<file path="src/rtl/cpcmd_pkg.sv">
package cpcmd_pkg;

  localparam int OP_W = 12;

  // status word field positions
  localparam int ST_VALID  = 0;
  localparam int ST_UNIMPL = 1;

  // command opcodes
  localparam logic [OP_W-1:0] OP_INIT    = 12'h25E;
  localparam logic [OP_W-1:0] OP_RESTORE = 12'h256;
  localparam logic [OP_W-1:0] OP_LDMODE  = 12'h234; // bit 0 is don't-care
  localparam logic [OP_W-1:0] LDMODE_MSK = 12'hFFE;

  typedef enum logic [2:0] {
    K_OTHER   = 3'd0,
    K_INIT    = 3'd1,
    K_RESTORE = 3'd2,
    K_LDMODE  = 3'd3,
    K_INVALID = 3'd4
  } kind_e;

  typedef enum logic [1:0] {
    S_IDLE = 2'd0,
    S_EXEC = 2'd1,
    S_HANG = 2'd2
  } state_e;

  localparam int DEF_NPAT = 10;

  // value / mask pairs: a mask bit of 1 must match
  localparam logic [DEF_NPAT-1:0][OP_W-1:0] DEF_INV_VAL = {
    12'h760, 12'hC00, 12'h270, 12'h294, 12'h800,
    12'hB90, 12'hB80, 12'h3C0, 12'hA00, 12'h3BE
  };
  localparam logic [DEF_NPAT-1:0][OP_W-1:0] DEF_INV_MSK = {
    12'hFE0, 12'hFFF, 12'hFFF, 12'hFFE, 12'hE01,
    12'hFF0, 12'hFF0, 12'h7C0, 12'hF00, 12'hFFE
  };

endpackage

</file>
<file path="src/rtl/cpcmd_classify.sv">
module cpcmd_classify
  import cpcmd_pkg::*;
#(
  parameter int NPAT = DEF_NPAT,
  parameter logic [NPAT-1:0][OP_W-1:0] INV_VAL = DEF_INV_VAL,
  parameter logic [NPAT-1:0][OP_W-1:0] INV_MSK = DEF_INV_MSK
) (
  input  logic [OP_W-1:0] op,
  output kind_e           kind
);

  logic [NPAT-1:0] hit;

  for (genvar g = 0; g < NPAT; g++) begin : g_pat
    assign hit[g] = ((op ^ INV_VAL[g]) & INV_MSK[g]) == '0;
  end

  always_comb begin
    if (|hit)
      kind = K_INVALID;
    else if (op == OP_RESTORE)
      kind = K_RESTORE;
    else if (op == OP_INIT)
      kind = K_INIT;
    else if ((op & LDMODE_MSK) == OP_LDMODE)
      kind = K_LDMODE;
    else
      kind = K_OTHER;
  end

endmodule

</file>
<file path="src/rtl/cpcmd_fsm.sv">
module cpcmd_fsm
  import cpcmd_pkg::*;
#(
  parameter int ARG_W    = 32,
  parameter int MAX_MODE = 7
) (
  input  logic             clk,
  input  logic             rst_n,
  input  logic             cmd_valid,
  input  kind_e            kind_in,
  input  logic [ARG_W-1:0] arg_in,
  input  logic             clr_pipe,
  output logic [ARG_W-1:0] arg_q,
  output logic             do_restore,
  output logic             do_mode,
  output logic             do_unimpl,
  output logic             busy,
  output logic             hang
);

  localparam logic [ARG_W-1:0] MAX_A = ARG_W'(MAX_MODE);

  state_e state_q, state_d;
  kind_e  kind_q;
  logic   cap_en, exec, range_ok, fault;

  assign cap_en   = (state_q == S_IDLE) && cmd_valid && !clr_pipe;
  assign exec     = (state_q == S_EXEC) && !clr_pipe;
  assign range_ok = (arg_q != '0) && (arg_q <= MAX_A);
  assign fault    = (kind_q == K_INVALID) || ((kind_q == K_LDMODE) && !range_ok);

  assign do_restore = exec && (kind_q == K_RESTORE);
  assign do_mode    = exec && (kind_q == K_LDMODE) && range_ok;
  assign do_unimpl  = exec && (kind_q == K_INVALID);

  always_comb begin
    state_d = state_q;
    case (state_q)
      S_IDLE:  if (cap_en) state_d = S_EXEC;
      S_EXEC:  if (clr_pipe) state_d = S_IDLE;
               else if (fault) state_d = S_HANG;
               else state_d = S_IDLE;
      S_HANG:  if (clr_pipe) state_d = S_IDLE;
      default: state_d = S_IDLE;
    endcase
  end

  always_ff @(posedge clk or negedge rst_n) begin
    if (!rst_n) state_q <= S_IDLE;
    else        state_q <= state_d;
  end

  always_ff @(posedge clk or negedge rst_n) begin
    if (!rst_n) begin
      kind_q <= K_OTHER;
      arg_q  <= '0;
    end else if (cap_en) begin
      kind_q <= kind_in;
      arg_q  <= arg_in;
    end
  end

  assign busy = (state_q != S_IDLE);
  assign hang = (state_q == S_HANG);

  p_hang_busy_r8: assert property (@(posedge clk) disable iff (!rst_n)
    hang |-> busy);

  p_hang_hold_r8: assert property (@(posedge clk) disable iff (!rst_n)
    (hang && !clr_pipe) |=> hang);

  p_accept_r10: assert property (@(posedge clk) disable iff (!rst_n)
    (cmd_valid && !busy && !clr_pipe) |=> busy);

endmodule

</file>
<file path="src/rtl/cpcmd_regs.sv">
module cpcmd_regs
  import cpcmd_pkg::*;
#(
  parameter int FLAG_W   = 4,
  parameter int MODE_W   = 4,
  parameter int MAX_MODE = 7,
  localparam int ST_W    = FLAG_W + 2
) (
  input  logic              clk,
  input  logic              rst_n,
  input  logic              do_restore,
  input  logic              do_mode,
  input  logic              do_unimpl,
  input  logic [FLAG_W-1:0] flag_in,
  input  logic [MODE_W-1:0] mode_in,
  output logic [ST_W-1:0]   status_q,
  output logic [MODE_W-1:0] mode_q
);

  logic [ST_W-1:0] status_d;
  logic            status_en;

  assign status_en = do_restore || do_unimpl;

  always_comb begin
    status_d = status_q;
    if (do_restore) begin
      status_d            = {flag_in, 2'b00};
      status_d[ST_VALID]  = 1'b1;
    end else if (do_unimpl) begin
      status_d[ST_UNIMPL] = 1'b1;
    end
  end

  always_ff @(posedge clk or negedge rst_n) begin
    if (!rst_n)         status_q <= '0;
    else if (status_en) status_q <= status_d;
  end

  always_ff @(posedge clk or negedge rst_n) begin
    if (!rst_n)       mode_q <= '0;
    else if (do_mode) mode_q <= mode_in;
  end

  p_restore_valid_r2: assert property (@(posedge clk) disable iff (!rst_n)
    do_restore |=> (status_q[ST_VALID] && !status_q[ST_UNIMPL]));

  p_mode_range_r4: assert property (@(posedge clk) disable iff (!rst_n)
    !$stable(mode_q) |-> ((mode_q != '0) && (32'(mode_q) <= MAX_MODE)));

endmodule

</file>
<file path="src/rtl/cpcmd_ctrl.sv">
module cpcmd_ctrl
  import cpcmd_pkg::*;
#(
  parameter int ARG_W    = 32,
  parameter int FLAG_W   = 4,
  parameter int FLAG_LSB = 8,
  parameter int MODE_W   = 4,
  parameter int MAX_MODE = 7,
  parameter int NPAT     = DEF_NPAT,
  parameter logic [NPAT-1:0][OP_W-1:0] INV_VAL = DEF_INV_VAL,
  parameter logic [NPAT-1:0][OP_W-1:0] INV_MSK = DEF_INV_MSK,
  localparam int ST_W    = FLAG_W + 2
) (
  input  logic              clk,
  input  logic              rst_n,
  input  logic              cmd_valid,
  input  logic [OP_W-1:0]   cmd_op,
  input  logic [ARG_W-1:0]  cmd_arg,
  input  logic              clr_pipe,
  output logic [ST_W-1:0]   status_q,
  output logic [MODE_W-1:0] mode_q,
  output logic              busy,
  output logic              hang
);

  kind_e            kind;
  logic [ARG_W-1:0] arg_q;
  logic             do_restore, do_mode, do_unimpl;

  cpcmd_classify #(
    .NPAT(NPAT), .INV_VAL(INV_VAL), .INV_MSK(INV_MSK)
  ) i_classify (
    .op   (cmd_op),
    .kind (kind)
  );

  cpcmd_fsm #(
    .ARG_W(ARG_W), .MAX_MODE(MAX_MODE)
  ) i_fsm (
    .clk        (clk),
    .rst_n      (rst_n),
    .cmd_valid  (cmd_valid),
    .kind_in    (kind),
    .arg_in     (cmd_arg),
    .clr_pipe   (clr_pipe),
    .arg_q      (arg_q),
    .do_restore (do_restore),
    .do_mode    (do_mode),
    .do_unimpl  (do_unimpl),
    .busy       (busy),
    .hang       (hang)
  );

  cpcmd_regs #(
    .FLAG_W(FLAG_W), .MODE_W(MODE_W), .MAX_MODE(MAX_MODE)
  ) i_regs (
    .clk        (clk),
    .rst_n      (rst_n),
    .do_restore (do_restore),
    .do_mode    (do_mode),
    .do_unimpl  (do_unimpl),
    .flag_in    (arg_q[FLAG_LSB +: FLAG_W]),
    .mode_in    (arg_q[MODE_W-1:0]),
    .status_q   (status_q),
    .mode_q     (mode_q)
  );

  p_forced_invalid_r7: assert property (@(posedge clk) disable iff (!rst_n)
    (cmd_op[OP_W-1:1] == 11'h1DF) |-> (kind == K_INVALID));

  p_unimpl_hang_r6: assert property (@(posedge clk) disable iff (!rst_n)
    do_unimpl |=> (hang && status_q[ST_UNIMPL]));

endmodule

</file>
<file path="config.mk">
export PLATFORM = sky130hd
export DESIGN_NAME = cpcmd_ctrl
export DESIGN_NICKNAME = d
export VERILOG_FILES = /design/src/rtl/cpcmd_pkg.sv /design/src/rtl/cpcmd_classify.sv /design/src/rtl/cpcmd_fsm.sv /design/src/rtl/cpcmd_regs.sv /design/src/rtl/cpcmd_ctrl.sv
export SDC_FILE = /design/constraint.sdc
export NUM_CORES = 1
export LEC_CHECK = 0
export ABC_AREA = 1
export BUFFER_PORTS_ARGS = -buffer_cell sky130_fd_sc_hd__buf_2
export CORE_MARGIN = 8
export CORE_UTILIZATION = 45
export CTS_CLUSTER_DIAMETER = 200
export DETAILED_ROUTE_END_ITERATION = 6
export GPL_ROUTABILITY_DRIVEN = 0
export HOLD_SLACK_MARGIN = 0.02
export PLACE_DENSITY = 0.7
export SLEW_MARGIN = 20
export SYNTH_ARGS = -nofsm -noshare
export SYNTH_HDL_FRONTEND = slang
export SYNTH_SLANG_ARGS = --single-unit
</file>
<file path="constraint.sdc">
create_clock -name clk -period 1.4 [get_ports clk]
set_input_delay 0.07 -clock clk [delete_from_list [all_inputs] [get_ports clk]]
set_output_delay 0.07 -clock clk [all_outputs]
set_load 0.005 [all_outputs]
</file>
# == Word level (Yosys, flattened, before mapping) ==
# Cells that the tools add are included.
# W data, S select, Z words.
# totals
ff_bits,47
out_inout_bits,12
wordCells,69
inputBits,48
# classes
n_mux,11
eq_ne,10
bitwise_logic,10
n_lt_le_gt_ge,1
reduce_logical,31
# op_table
operator,count
$logic_not A12 Y1,10
$le A32 B3 Y1 const B,1
$reduce_bool A32 Y1,1
$eq A12 B10 Y1 const B,2
$not A4 Y4,4
$mux W2,7
$eq A11 B9 Y1 const B,1
$not A5 Y5,2
$reduce_or A10 Y1,1
$logic_and A1 B1 Y1,9
$not A8 Y8,1
$eq A3 B2 Y1 const B,2
$pmux W2 S3,1
$reduce_and A2 Y1,3
$not A2 Y2,2
$reduce_bool A2 Y1,2
$eq A3 B3 Y1 const B,1
$mux W3,1
$eq A2 B1 Y1 const B,1
$eq A2 B2 Y1 const B,1
$logic_not A1 Y1,2
$logic_not A2 Y1,1
$logic_or A1 B1 Y1,2
$mux W1,2
3 further kinds,3

# == Longest topological paths before layout ==
# depth
word_depth,8
depth_mapped,9
depth_no_buf,9

# == Cells and area by module ==
# Synthesis repeated with hierarchy kept, for this count alone.
# unflattened
hier_cells,298
area_unflattened_um2,2255.9
# modules_own_cells
module,seq_area_each_um2,area_each_um2,cells_each,instances
cpcmd_fsm,925.9,1622.8,195,1
cpcmd_regs,250.2,361.6,39,1
cpcmd_classify,0.0,271.5,64,1

# == Least setup slack after synthesis ==
# OpenSTA, ideal clock, no wires.
# synth_path
path_type,register to register
from,register i_fsm.state_q[1]
to,register i_regs.mode_q[0]
setup_time_ps,117
path_slack_ps,232
path_stages_with_launch,7
path_buffers,0
arrival_time_ps,1051
required_time_ps,1283
period_less_slack_ps,1168
path_cell_list,dfrtp_1 -> nor2_2 -> nand2_1 -> nor4_4 -> nand3_2 -> nand2_1 -> nand2_1
# synth_between
elab_chain_cells,4
# synth_rtl
element,line_no,rtl
from (decl),cpcmd_fsm.sv:23,"state_e state_q, state_d;"
from (signal assigned),cpcmd_fsm.sv:50,else state_q <= state_d;
$eq A2 B1 Y1,cpcmd_fsm.sv:28,assign exec = (state_q == S_EXEC) && !clr_pipe;
$logic_and A1 B1 Y1,cpcmd_fsm.sv:28,
$logic_and A1 B1 Y1 (2 in series),cpcmd_fsm.sv:33,assign do_mode = exec && (kind_q == K_LDMODE) && range_ok;
to (signal assigned),cpcmd_regs.sv:42,else if (do_mode) mode_q <= mode_in;
to (decl),cpcmd_regs.sv:17,output logic [MODE_W-1:0] mode_q
# No other way between the ends.
# A chain may end at the register's enable or synchronous reset.

# == Worst setup path after layout ==
# layout_path
from,register i_fsm.arg_q[26]
to,register i_regs.mode_q[2]
# layout_between
elab_chain_cells,3
elab_cells_between_ends,4
cone_classes,order compare: 1; reduce/logical: 3
# layout_rtl
element,line_no,rtl
from (decl),cpcmd_fsm.sv:13,"output logic [ARG_W-1:0] arg_q,"
from (signal assigned),cpcmd_fsm.sv:59,arg_q <= arg_in;
$le A32 B3 Y1 / $reduce_bool A32 Y1 (equally long branches),cpcmd_fsm.sv:29,assign range_ok = (arg_q != '0) && (arg_q <= MAX_A);
$logic_and A1 B1 Y1 *,cpcmd_fsm.sv:29,
$logic_and A1 B1 Y1 *,cpcmd_fsm.sv:33,
# Mark *: on every way between the ends. The rest lies on a longest branch, timed or not.

==> impl_metrics.toml <==
[clock_tree]
cts_tree = "done"
cts-root-buf = "clkbuf_8"
cts.clk_slew.worst_paths_ns = 0.09
clock_latency_ns = 0.29
postCtsSetupBuffers = 0
cts.sinks = 47
clk_path_buf_depth = 2
htreeDepth = 2
cts_buffers = 5

[logic_synthesis]
synth_ff_type = "dfrtp_1"
synth_cell_types = 19
ys_ff_latch = 47
synth_edf_count = 0
ys_warn_count = 0
syn_nets = 337
synth_most_common_cell = "nand2_1"
yosysSeqAreaShare_pct = 53.1
async_reset_ff_share_pct = 100
syn_area_per_cell_um2 = 7.66
synth_top_cell_by_area = "dfrtp_1"
syn_inst = 289
synth_common_cells = "nand2_1, dfrtp_1, inv_1"
syn-cell-area_um2 = 2210
yosysTopAreaCellShare_pct = 53.1
yosys-top-cells-area = "dfrtp_1, nand2_1, inv_1"

[floorplanning]
die_height_um = 86.1
ioPinCount = 60
start_util_pct = 46.9
num_rows = 25
die-area_um2 = 7420
core_um2 = 4720
die_w_um = 86.1

[setup_path]
crit_type = "register to register"
cp_max_fo = 5
worstSetupEndpointType = "register"
arrival_ns = 1.46
critPathLaunchType = "register"
required_ns = 1.60

[timing]
setup_tns_ns = 0
timing.fmax_mhz = 789
fin_crit_sh_pct = 90.5
whs_ns = 0.0725
final.setup_skew_ns = 0.00777
rsz0062_at_grt = "false"
hold_viol = 0
relSlewSlack_pct = 78.7
finalMaxSlewViolations = 0
worst_pin_slew_ns = 0.319
setup_viol = 0
period_needed_ns = 1.27

[pwr]
irDropWorstVdd_mv = 0.813
power_leakage_nw = 1.65
p_total_w = 0.00340
p_per_area_nw_per_um2 = 1100

[routing]
ant_nets = 0
vias_per_cell = 4.63
wl_um = 5120
drtIter0Drc = 122
vias = 2106
drcViolationCount = 0
drt_pass1_iterations = 4
wire_per_inst_um = 11.2

[min_path]
holdCritPathClass = "primary input to register"

[place]
numPortBuffers = 59
dp.final_hpwl_um = 3610

[cells_and_area]
fillers = 382
drive_gt1_share_pct = 20.9
areaGrowthSynthToFinish_pct = 39.7
final_nets = 434

[status]
status = "completed"

[grt]
antenna_found_initial = 1
overflow = 0
grt_pass1_vias = 2170
grt_max_degree = 48
grt_pass1_wl_um = 8970
grt_usage_pct = 14.7

[run]
drv_cap = 0
[per-layer routing]
| metal | part of all wire [%] | track usage, % | routed length, um | vias to the layer above |
|---|---|---|---|---|
| li1 | - | - | - | 1092 |
| met5 | 0 | 0 | 0 | - |
| met3 | 4.7 | 3.34 | 238 | 13 |
| met2 | 49 | 25.3 | 2490 | 48 |
| met1 | 44 | 17.1 | 2260 | 953 |
| met4 | 2.5 | 6.37 | 129 | 0 |
[worst paths after layout]
check                            startpoint                 end  slack (ns)  depth (start not counted)
setup / recovery            i_fsm.arg_q[26]    i_regs.mode_q[2]        0.13                          8
max in group asynchronous             rst_n      i_fsm.arg_q[3]        0.89                          3
hold reg to reg            i_regs.mode_q[3]    i_regs.mode_q[3]        0.47                          2
setup reg to reg            i_fsm.arg_q[26]    i_regs.mode_q[2]        0.13                          8
hold / removal                     clr_pipe    i_fsm.state_q[1]        0.07                          4
min in group asynchronous             rst_n  i_regs.status_q[1]        0.27                          3
[repair_timing]
action                     4_1_cts  5_1_grt
resized for setup                0        2
setup endpoints to repair        0        4
hold buffers                    33        0
hold endpoints to repair        79        0
[logic make-up (layout without fill, tap and decap cells)]
family	count (synthesis)	in the layout	share of synthesized area [%]
other	0	1	0
AND/OR/NAND/NOR	180	180	34.6
flip-flops	47	47	53.1
AO/OA/AOI/OAI	23	23	5.20
buffers and inverters	39	137	7.07
[registers in the layout, summed over array words and instances, names as in the netlist]
signal,cells
i_fsm.kind_q,3
i_regs.status_q,6
i_fsm.state_q,2
i_regs.mode_q,4
i_fsm.arg_q,32
[layout by cell type, fill, tap and decap left out, drive strengths merged]
master	n
a21oi	1
nand2	117
nand4	7
buf	64
nor4	2
dlygate4sd3	33
clkbuf	6
diode	1
bufinv	2
nand3	16
nor2	31
nor3	6
and2	1
o21ai	22
dfrtp	47
inv	32
[where the power goes]
group	switching, W	internal (W)
combinational	0.000317	0.000278
clock	0.000440	0.000714
sequential	0.0000978	0.00155
[stage by stage]
step	setup WS (ns)	cells	util [%]	area, um2
after floorplan	0.232	289	-	2210
after global placement	0.131	413	55.4	2620
after detailed placement	0.0846	413	55.4	2620
after CTS	0.0580	454	65.2	3080
after global routing	0.00763	455	65.5	3090
final	0.133	455	65.5	3090
[area by class of cell]
| type | count | area, um2 | area share [%] |
|---|---|---|---|
| Antenna cell | 1 | 2.50 | 0.0809 |
| Timing Repair Buffer | 97 | 688 | 22.3 |
| Inverter | 32 | 120 | 3.89 |
| Sequential cell | 47 | 1180 | 38.0 |
| Tap cell | 67 | 83.8 | 2.71 |
| Multi-Input combinational cell | 203 | 888 | 28.7 |
| Clock inverter | 2 | 60.1 | 1.94 |
| Clock buffer | 6 | 72.6 | 2.35 |
[worst max-delay path, stage by stage (launching register included)]
cell and delay, ns:
dfrtp_1 0.38, nor2_1 0.12, nand2_1 0.07, nor2_2 0.11, nand3_2 0.08, nor2_4 0.16, nand3_2 0.12, nand2_1 0.09
nand2_1 0.05
No activity file was read; power rests on OpenSTA's default activity.
